$ cat src/rtl/sau_pkg.sv
package sau_pkg;
  localparam int INSN_W    = 32;
  localparam int REG_IDX_W = 5;
  localparam int SEL_W     = 2;
  localparam int PO_W      = 6;
  localparam int XO_W      = 8;
  localparam int CR_W      = 4;

  typedef enum logic [1:0] {
    SAU_NONE = 2'd0,
    SAU_FULL = 2'd1,
    SAU_WORD = 2'd2
  } sau_kind_e;

  typedef struct packed {
    sau_kind_e              kind;
    logic [REG_IDX_W-1:0]   dst;
    logic [REG_IDX_W-1:0]   src_a;
    logic [REG_IDX_W-1:0]   src_b;
    logic [SEL_W-1:0]       sel;
    logic                   rec;
  } sau_dec_t;
endpackage

$ cat src/rtl/sau_decode.sv
module sau_decode
  import sau_pkg::*;
#(
  parameter logic [PO_W-1:0] PRIM_OP = 6'd22,
  parameter logic [XO_W-1:0] XO_FULL = 8'd110,
  parameter logic [XO_W-1:0] XO_WORD = 8'd111
) (
  input  logic [INSN_W-1:0] insn,
  output sau_dec_t          dec
);
  // Fields are numbered big-endian (bit 0 = MSB); convert to vector indices.
  localparam int PO_HI  = INSN_W - 1;
  localparam int PO_LO  = PO_HI - PO_W + 1;
  localparam int DST_HI = PO_LO - 1;
  localparam int DST_LO = DST_HI - REG_IDX_W + 1;
  localparam int SA_HI  = DST_LO - 1;
  localparam int SA_LO  = SA_HI - REG_IDX_W + 1;
  localparam int SB_HI  = SA_LO - 1;
  localparam int SB_LO  = SB_HI - REG_IDX_W + 1;
  localparam int SEL_HI = SB_LO - 1;
  localparam int SEL_LO = SEL_HI - SEL_W + 1;
  localparam int XO_HI  = SEL_LO - 1;
  localparam int XO_LO  = XO_HI - XO_W + 1;
  localparam int REC_B  = XO_LO - 1;

  logic [PO_W-1:0] po_f;
  logic [XO_W-1:0] xo_f;

  always_comb begin
    po_f      = insn[PO_HI:PO_LO];
    xo_f      = insn[XO_HI:XO_LO];
    dec.dst   = insn[DST_HI:DST_LO];
    dec.src_a = insn[SA_HI:SA_LO];
    dec.src_b = insn[SB_HI:SB_LO];
    dec.sel   = insn[SEL_HI:SEL_LO];
    dec.rec   = insn[REC_B];
    dec.kind  = SAU_NONE;
    if (po_f == PRIM_OP) begin
      if (xo_f == XO_FULL)      dec.kind = SAU_FULL;
      else if (xo_f == XO_WORD) dec.kind = SAU_WORD;
    end
  end
endmodule

$ cat src/rtl/sau_shift_add.sv
module sau_shift_add
  import sau_pkg::*;
#(
  parameter int DATA_W = 64,
  parameter int WORD_W = 32
) (
  input  logic              clk,
  input  logic              rst,
  input  sau_kind_e         kind,
  input  logic [SEL_W-1:0]  sel,
  input  logic [DATA_W-1:0] base,
  input  logic [DATA_W-1:0] index,
  output logic [DATA_W-1:0] sum
);
  localparam int N_SCALE   = 2 ** SEL_W;
  localparam int WORD_SPAN = WORD_W + N_SCALE;

  logic [DATA_W-1:0] operand;
  logic [DATA_W-1:0] scaled;
  logic [DATA_W-1:0] cand [N_SCALE];

  always_comb begin
    if (kind == SAU_WORD) operand = {{(DATA_W-WORD_W){1'b0}}, index[WORD_W-1:0]};
    else                  operand = index;
  end

  // One candidate per selector value; shift distance is selector + 1.
  for (genvar k = 0; k < N_SCALE; k++) begin : g_scale
    assign cand[k] = operand << (k + 1);
  end

  assign scaled = cand[sel];
  assign sum    = scaled + base;


  scale_never_one_chk: assert property (@(posedge clk) disable iff (rst)
    (kind != SAU_NONE) |-> (scaled[0] == 1'b0));


  word_upper_clear_chk: assert property (@(posedge clk) disable iff (rst)
    (kind == SAU_WORD) |-> (scaled[DATA_W-1:WORD_SPAN] == '0));
endmodule

$ cat src/rtl/sau_cond.sv
module sau_cond
  import sau_pkg::*;
#(
  parameter int DATA_W = 64
) (
  input  logic [DATA_W-1:0] value,
  input  logic              so,
  output logic [CR_W-1:0]   flags
);
  logic is_zero;
  logic is_neg;

  always_comb begin
    is_zero = (value == '0);
    is_neg  = value[DATA_W-1];
    flags   = {is_neg, !is_neg && !is_zero, is_zero, so};
  end
endmodule

$ cat src/rtl/scaled_add_unit.sv
module scaled_add_unit
  import sau_pkg::*;
#(
  parameter int              DATA_W  = 64,
  parameter int              WORD_W  = 32,
  parameter logic [PO_W-1:0] PRIM_OP = 6'd22,
  parameter logic [XO_W-1:0] XO_FULL = 8'd110,
  parameter logic [XO_W-1:0] XO_WORD = 8'd111
) (
  input  logic                 clk,
  input  logic                 rst,
  input  logic                 in_valid,
  input  logic [INSN_W-1:0]    insn,
  input  logic [DATA_W-1:0]    base_in,
  input  logic [DATA_W-1:0]    index_in,
  input  logic                 so_in,
  output logic                 out_valid,
  output logic [DATA_W-1:0]    result,
  output logic [REG_IDX_W-1:0] dst_idx,
  output logic [REG_IDX_W-1:0] src_a_idx,
  output logic [REG_IDX_W-1:0] src_b_idx,
  output logic                 cond_we,
  output logic [CR_W-1:0]      cond_bits
);
  sau_dec_t          dec;
  logic [DATA_W-1:0] sum;
  logic [CR_W-1:0]   flags;
  logic              accept;

  sau_decode #(
    .PRIM_OP (PRIM_OP),
    .XO_FULL (XO_FULL),
    .XO_WORD (XO_WORD)
  ) u_decode (
    .insn (insn),
    .dec  (dec)
  );

  sau_shift_add #(
    .DATA_W (DATA_W),
    .WORD_W (WORD_W)
  ) u_shift_add (
    .clk   (clk),
    .rst   (rst),
    .kind  (dec.kind),
    .sel   (dec.sel),
    .base  (base_in),
    .index (index_in),
    .sum   (sum)
  );

  sau_cond #(
    .DATA_W (DATA_W)
  ) u_cond (
    .value (sum),
    .so    (so_in),
    .flags (flags)
  );

  assign accept = in_valid && (dec.kind != SAU_NONE);

  always_ff @(posedge clk) begin
    if (rst) begin
      out_valid <= 1'b0;
      cond_we   <= 1'b0;
      result    <= '0;
      dst_idx   <= '0;
      src_a_idx <= '0;
      src_b_idx <= '0;
      cond_bits <= '0;
    end else begin
      out_valid <= accept;
      cond_we   <= accept && dec.rec;
      if (accept) begin
        result    <= sum;
        dst_idx   <= dec.dst;
        src_a_idx <= dec.src_a;
        src_b_idx <= dec.src_b;
        cond_bits <= flags;
      end
    end
  end


  valid_follows_input_chk: assert property (@(posedge clk) disable iff (rst)
    out_valid |-> $past(in_valid));


  result_hold_chk: assert property (@(posedge clk) disable iff (rst)
    !out_valid |=> (!out_valid |-> $stable(result)));


  cond_needs_valid_chk: assert property (@(posedge clk) disable iff (rst)
    cond_we |-> out_valid);


  cond_onehot_chk: assert property (@(posedge clk) disable iff (rst)
    cond_we |-> ($countones(cond_bits[3:1]) == 1));


  cond_eq_zero_chk: assert property (@(posedge clk) disable iff (rst)
    cond_we |-> (cond_bits[1] == (result == '0)));


  cond_lt_sign_chk: assert property (@(posedge clk) disable iff (rst)
    cond_we |-> (cond_bits[3] == result[DATA_W-1]));
endmodule

$ cat config.mk
export PLATFORM = sky130hd
export DESIGN_NAME = scaled_add_unit
export DESIGN_NICKNAME = d
export VERILOG_FILES = /design/src/rtl/sau_pkg.sv /design/src/rtl/sau_decode.sv /design/src/rtl/sau_shift_add.sv /design/src/rtl/sau_cond.sv /design/src/rtl/scaled_add_unit.sv
export SDC_FILE = /design/constraint.sdc
export NUM_CORES = 1
export LEC_CHECK = 0
export ABC_AREA = 0
export BUFFER_PORTS_ARGS = -buffer_cell sky130_fd_sc_hd__buf_2
export CAP_MARGIN = 40
export CORE_MARGIN = 4
export CORE_UTILIZATION = 50
export CTS_BUF_LIST = sky130_fd_sc_hd__clkbuf_8
export CTS_CLUSTER_DIAMETER = 150
export CTS_CLUSTER_SIZE = 12
export DETAILED_ROUTE_END_ITERATION = 10
export MAX_ROUTING_LAYER = met4
export PLACE_DENSITY = 0.75
export SETUP_SLACK_MARGIN = 0.3
export SYNTH_ARGS = -nofsm -noshare
export SYNTH_HDL_FRONTEND = slang
export SYNTH_SLANG_ARGS = --single-unit
$ cat constraint.sdc
create_clock -name clk -period 14.1 [get_ports clk]
set_input_delay 2.115 -clock clk [delete_from_list [all_inputs] [get_ports clk]]
set_output_delay 2.115 -clock clk [all_outputs]
set_load 0.05 [all_outputs]
# [Word-level counts from Yosys, hierarchy flattened]
# Cells that the tools add are included.
[word_totals] ff_bits=85 word_cells=28 out_inout_bits=85
[op_classes] eq_ne=4 n_addsub=1 reduce_logical=7 order_cmp=1 mux=7 n_bitwise=1
[ops] cell="$bmux 64 s2" n=1
[ops] cell="$mux 64" n=2
[ops] cell="$add 64x64->64" n=1
[ops] cell="$logic_not 64->1" n=1
[ops] cell="$mux 63" n=1
[ops] cell="$eq 8x7->1 const B" n=2
[ops] cell="$eq 6x5->1 const B" n=1
[ops] cell="$mux 2" n=3
[ops] cell="$ge 3x3->1 const B" n=1
[ops] cell="$logic_and 1x1->1" n=3
[ops] cell="$not 2->3" n=1
[ops] cell="$eq 2x2->1 const B" n=1
[ops] cell="$logic_not 1->1" n=2
[ops] cell="$reduce_bool 2->1" n=1

# [Longest topological paths before layout]
[logic_depth] depth_word=13 ltp_mapped=21

# [Modules after synthesis]
# From an unflattened synthesis, not the netlist that was laid out.
[hier_totals] hier_cells=1120 area_unflattened_um2=9710.6
[by_module_without_submodules] mod="sau_shift_add" cells_each=705 n_inst=1 area_each_um2=5569.1
[by_module_without_submodules] mod="scaled_add_unit" cells_each=365 n_inst=1 area_each_um2=3761.1
[by_module_without_submodules] mod="sau_decode" cells_each=25 n_inst=1 area_each_um2=191.4
[by_module_without_submodules] mod="sau_cond" cells_each=25 n_inst=1 area_each_um2=188.9

# [Least setup slack after synthesis]
# Ideal clock, no wire load.
[synth_timing] path_type="input -> register" startpoint="input insn[9]" endpoint="register cond_bits[1]" setup_slack_ns=6.884 setup_time_ns=0.070 path_buffers=3 arrival_time_ns=7.146 path_stages=17 cell_sequence="clkbuf_1 -> buf_1 -> clkbuf_1 -> mux2i_1 -> or2_2 -> fa_1 -> nand2b_1 -> a21o_1 -> a211oi_2 -> o31ai_4 -> a21bo_1 -> nand2_1 -> mux2_1 -> or4_1 -> or4_1 -> or4_1 -> a21oi_1"
[synth_via] elab_chain_len=6
[synth_rtl] element="from (decl)" line_no="scaled_add_unit.sv:13" source="input logic [INSN_W-1:0] insn,"
[synth_rtl] element="$not 2->3 (not written as such)" line_no="sau_shift_add.sv:32" source="assign scaled = cand[sel];"
[synth_rtl] element="$bmux 64 s2" line_no="sau_shift_add.sv:32"
[synth_rtl] element="$mux 64 (not written as such) (2 in series)" line_no="sau_shift_add.sv:32"
[synth_rtl] element="$add 64x64->64" line_no="sau_shift_add.sv:33" source="assign sum = scaled + base;"
[synth_rtl] element="$logic_not 64->1" line_no="sau_cond.sv:14" source="is_zero = (value == '0);"
[synth_rtl] element="to (signal assigned)" line_no="scaled_add_unit.sv:79" source="cond_bits <= flags;"
[synth_rtl] element="to (decl)" line_no="scaled_add_unit.sv:23" source="output logic [CR_W-1:0] cond_bits"
# Every way passes these cells. The select of a mux whose other input is x is not followed.
# A chain may end at the register's enable or synchronous reset.

# [Worst setup path in the final report]
[layout_timing] startpoint="input insn[26]" endpoint="register cond_bits[1]"
[layout_via] elab_chain_len=9 word_cells_on_any_way=11
[layout_rtl] element="$eq 6x5->1 *" line_no="sau_decode.sv:38" source="if (po_f == PRIM_OP) begin"
[layout_rtl] element="$mux 2 *" line_no="sau_decode.sv:38"
[layout_rtl] element="$eq 2x2->1" line_no="sau_shift_add.sv:23" source="if (kind == SAU_WORD) operand = {{(DATA_W-WORD_W){1'b0}}, index[WORD_W-1:0]};"
[layout_rtl] element="$mux 63" line_no="sau_shift_add.sv:23"
[layout_rtl] element="$bmux 64 s2" line_no="sau_shift_add.sv:32"
[layout_rtl] element="$mux 64 (not written as such) (2 in series)" line_no="sau_shift_add.sv:32"
[layout_rtl] element="$add 64x64->64" line_no="sau_shift_add.sv:33"
[layout_rtl] element="$logic_not 64->1" line_no="sau_cond.sv:14"
# Every way passes the cells marked *; elsewhere a longest branch is shown, timed or not. The select of a mux whose other input is x is not followed.

==> out/qor.yml <==
synthesis:
  synthArstFlopShare: 0
  synthDistinctLibCells: 80
  yosys.area.top_type: "dfxtp_1"
  ys_warn_count: 0
  synth_edf_count: 0
  synth_ff_type: "dfxtp_1"
  synth_seq_cells: 84
  syn_inst: 1237
  netlist.area_leader.share: 0.180
  syn_avg_cell_area_um2: 7.54
  synth_fp_nets: 1467
  synth_area_um2: 9320
  synth_area_leaders: "dfxtp_1 18%, mux4_2 13%, a21oi_1 9.7%, ha_1 8.7%, nand2_1 8.3%"
  ys_seq_area_frac: 0.180
pwr:
  vdd_drop_max_mv: 0.0403
  finalPower_w: 0.000875
  p_leak_nw: 4.45
  powerDensity_nw_per_um2: 81.1
clocking:
  cts_hold_repair.buffers: 0
  htreeDepth: 3
  numCtsBuffers: 9
  cts.sinks: 84
  cts_setup_buffers: 0
  clk_latency_ns: 0.35
  clkTransAtPathRegs_ns: 0.08
  clockRootBuffer: "clkbuf_8"
  cts_buffer_depth: 2
  cts_resized: 0
  cts_tree: "built"
worst_setup_path:
  ff2ff_path_depth: 2
  startpoint_type: "input port"
  r2r-start: "result[2]"
  r2r_slack_ns: 13.36
  worstPathArrival_ns: 7.97
  r2r-end: "result[2]"
  endpoint_kind: "register"
  worstPathRequired_ns: 14.37
  path_max_fanout: 31
  critPathKind: "in -> reg"
finish:
  num-fill-cells: 1730
  final_cell_mix: "247 x buf_2, 204 x nand2_1, 180 x a21oi_1"
  syn_to_final_growth_pct: 15.7
  layout.cells.non_filler: 1654
  final_nets: 1650
  layout-drive-gt1-share: 0.247
  diodes: 0
  layout_commonest_cell: "buf_2"
sta:
  rsz0062_at_grt: "false"
  drv_slew: 0
  slew_headroom: 0.437
  setup_ws_ns: 6.40
  timing.fmax_mhz: 130
  worst_pin_slew_ns: 0.844
  fin_worst_skew_ns: 0
  setup_tns_ns: 0
  finalSetupViolCount: 0
  hold_viol: 0
  layout_min_cycle_time_ns: 7.70
  fin_crit_sh: 0.546
route:
  top_layer: "met4"
  first_pass_iters: 7
  ant_nets: 0
  vias: 10100
  drt_iter0_markers: 828
  routedWlPerCell_um: 19.4
  wl_met2_mm: 13.8
  drt-met1-wl_mm: 15.3
  wirelength_mm: 32.1
  drcViolationCount: 0
  vias_per_cell: 6.09
  met3_length_mm: 2.50
global_routing:
  grt_pass1_wl_mm: 49.8
  grt_max_degree: 87
  grt_pass1_vias: 9273
  grt.total_usage: 0.307
  overflow: 0
  antenna_found_initial: 0
floorplan:
  initial_core_util: 0.514
  die_area_um2: 20900
  core_area_um2: 18100
  ios: 249
  die_y_um: 145
  row_count: 49
  dieWidth_um: 145
status:
  status: "finished, final reports clean"
place:
  gp_congestion: 0.990
  post-place-ws_ns: 6.13
  port_buffers: 247
  dp_hpwl_mm: 26.6
  placedCellCount: 1637
min_path:
  holdPathStages: 2
  min_from: "result[43]"
  min_path_type: "reg -> reg"
  min_to: "result[43]"
job:
  maxCapViolCount: 0
where the power goes:
group	internal, W	switching (W)	total (W)
combinational	0.000174	0.000302	0.000477
sequential	0.000237	0.00000000801	0.000237
clock	0.0000663	0.0000952	0.000162
how the worst max path moves through the flow:
stage | from | end | slack, ns
after global routing | insn[26] | cond_bits[1] | 5.85
final | insn[26] | cond_bits[1] | 6.40
after floorplan | insn[9] | cond_bits[1] | 6.88
after global placement | insn[26] | cond_bits[1] | 6.14
after CTS | insn[9] | cond_bits[1] | 6.49
after detailed placement | insn[9] | cond_bits[1] | 6.13
critical path: stages:
cell and delay [ns]:
buf_2 0.10, nor4bb_1 0.27, nand3b_1 0.11, nor4_1 0.49
and2_1 0.20, buf_4 0.29, nor2b_1 0.10, mux2_2 0.27
nand2_1 0.06, o31ai_1 0.08, ha_1 0.40, a21oi_1 0.26
o21ai_0 0.15, a21oi_2 0.35, inv_1 0.17, o31ai_2 0.41
or4b_1 0.47, o21ai_0 0.25, o21ai_0 0.22, or4_1 0.53
or4_1 0.51, a21oi_1 0.15
area by class of cell:
class / count / area, um2 / share of cell area
Clock buffer: 9 / 124 / 0.0115
Clock inverter: 7 / 62.6 / 0.00580
Sequential cell: 84 / 1680 / 0.156
Multi-Input combinational cell: 1048 / 7230 / 0.670
Timing Repair Buffer: 256 / 1320 / 0.123
Inverter: 21 / 78.8 / 0.00731
Tap cell: 229 / 287 / 0.0266
sequential cells by signal, indices dropped and copies added (netlist names):
signal,flops
cond_bits,3
result,64
src_b_idx,5
cond_we,1
out_valid,1
src_a_idx,5
dst_idx,5
Yosys cell counts, drive strengths merged (8+ instances only):
| cell type | instances |
|---|---|
| o21ai | 63 |
| xor2 | 16 |
| nand4 | 30 |
| nor2 | 110 |
| buf | 16 |
| ha | 65 |
| nor2b | 38 |
| nor3 | 20 |
| clkbuf | 68 |
| xnor2 | 26 |
| and3 | 11 |
| a211oi | 22 |
| and2 | 9 |
| or3 | 10 |
| a21o | 19 |
| o211ai | 10 |
| nand2 | 206 |
| nand3 | 15 |
| nor4 | 9 |
| inv | 21 |
| mux4 | 54 |
| o31ai | 9 |
| a21oi | 182 |
| mux2i | 8 |
| a2111oi | 8 |
| o21a | 13 |
| dfxtp | 84 |
layer usage:
| layer | global-route usage | vias to the layer above |
|---|---|---|
| li1 | - | 4954 |
| met1 | 0.453 | 4661 |
| met2 | 0.459 | 424 |
| met3 | 0.0351 | 31 |
| met4 | 0.0530 | 0 |
| met5 | - | - |
metrics by stage:
stage	area [um2]	utilization	hold slack, ns
global placement	10600	0.582	0.437
global route	10800	0.595	0.472
floorplan	9320	-	0.671
CTS	10800	0.594	0.455
finish	10800	0.595	0.454
detailed placement	10600	0.584	0.443
kinds of logic after synthesis:
kind of cell             after synthesis  synth area share
buffers and inverters                105            0.0444
XOR/XNOR                              42            0.0395
AO/OA/AOI/OAI                        384             0.258
AND/OR/NAND/NOR                      492             0.247
multiplexers                          64             0.141
flip-flops                            84             0.180
adder cells (fa/ha/maj)               66            0.0894
Note: power is estimated with default switching activity, not from simulation.
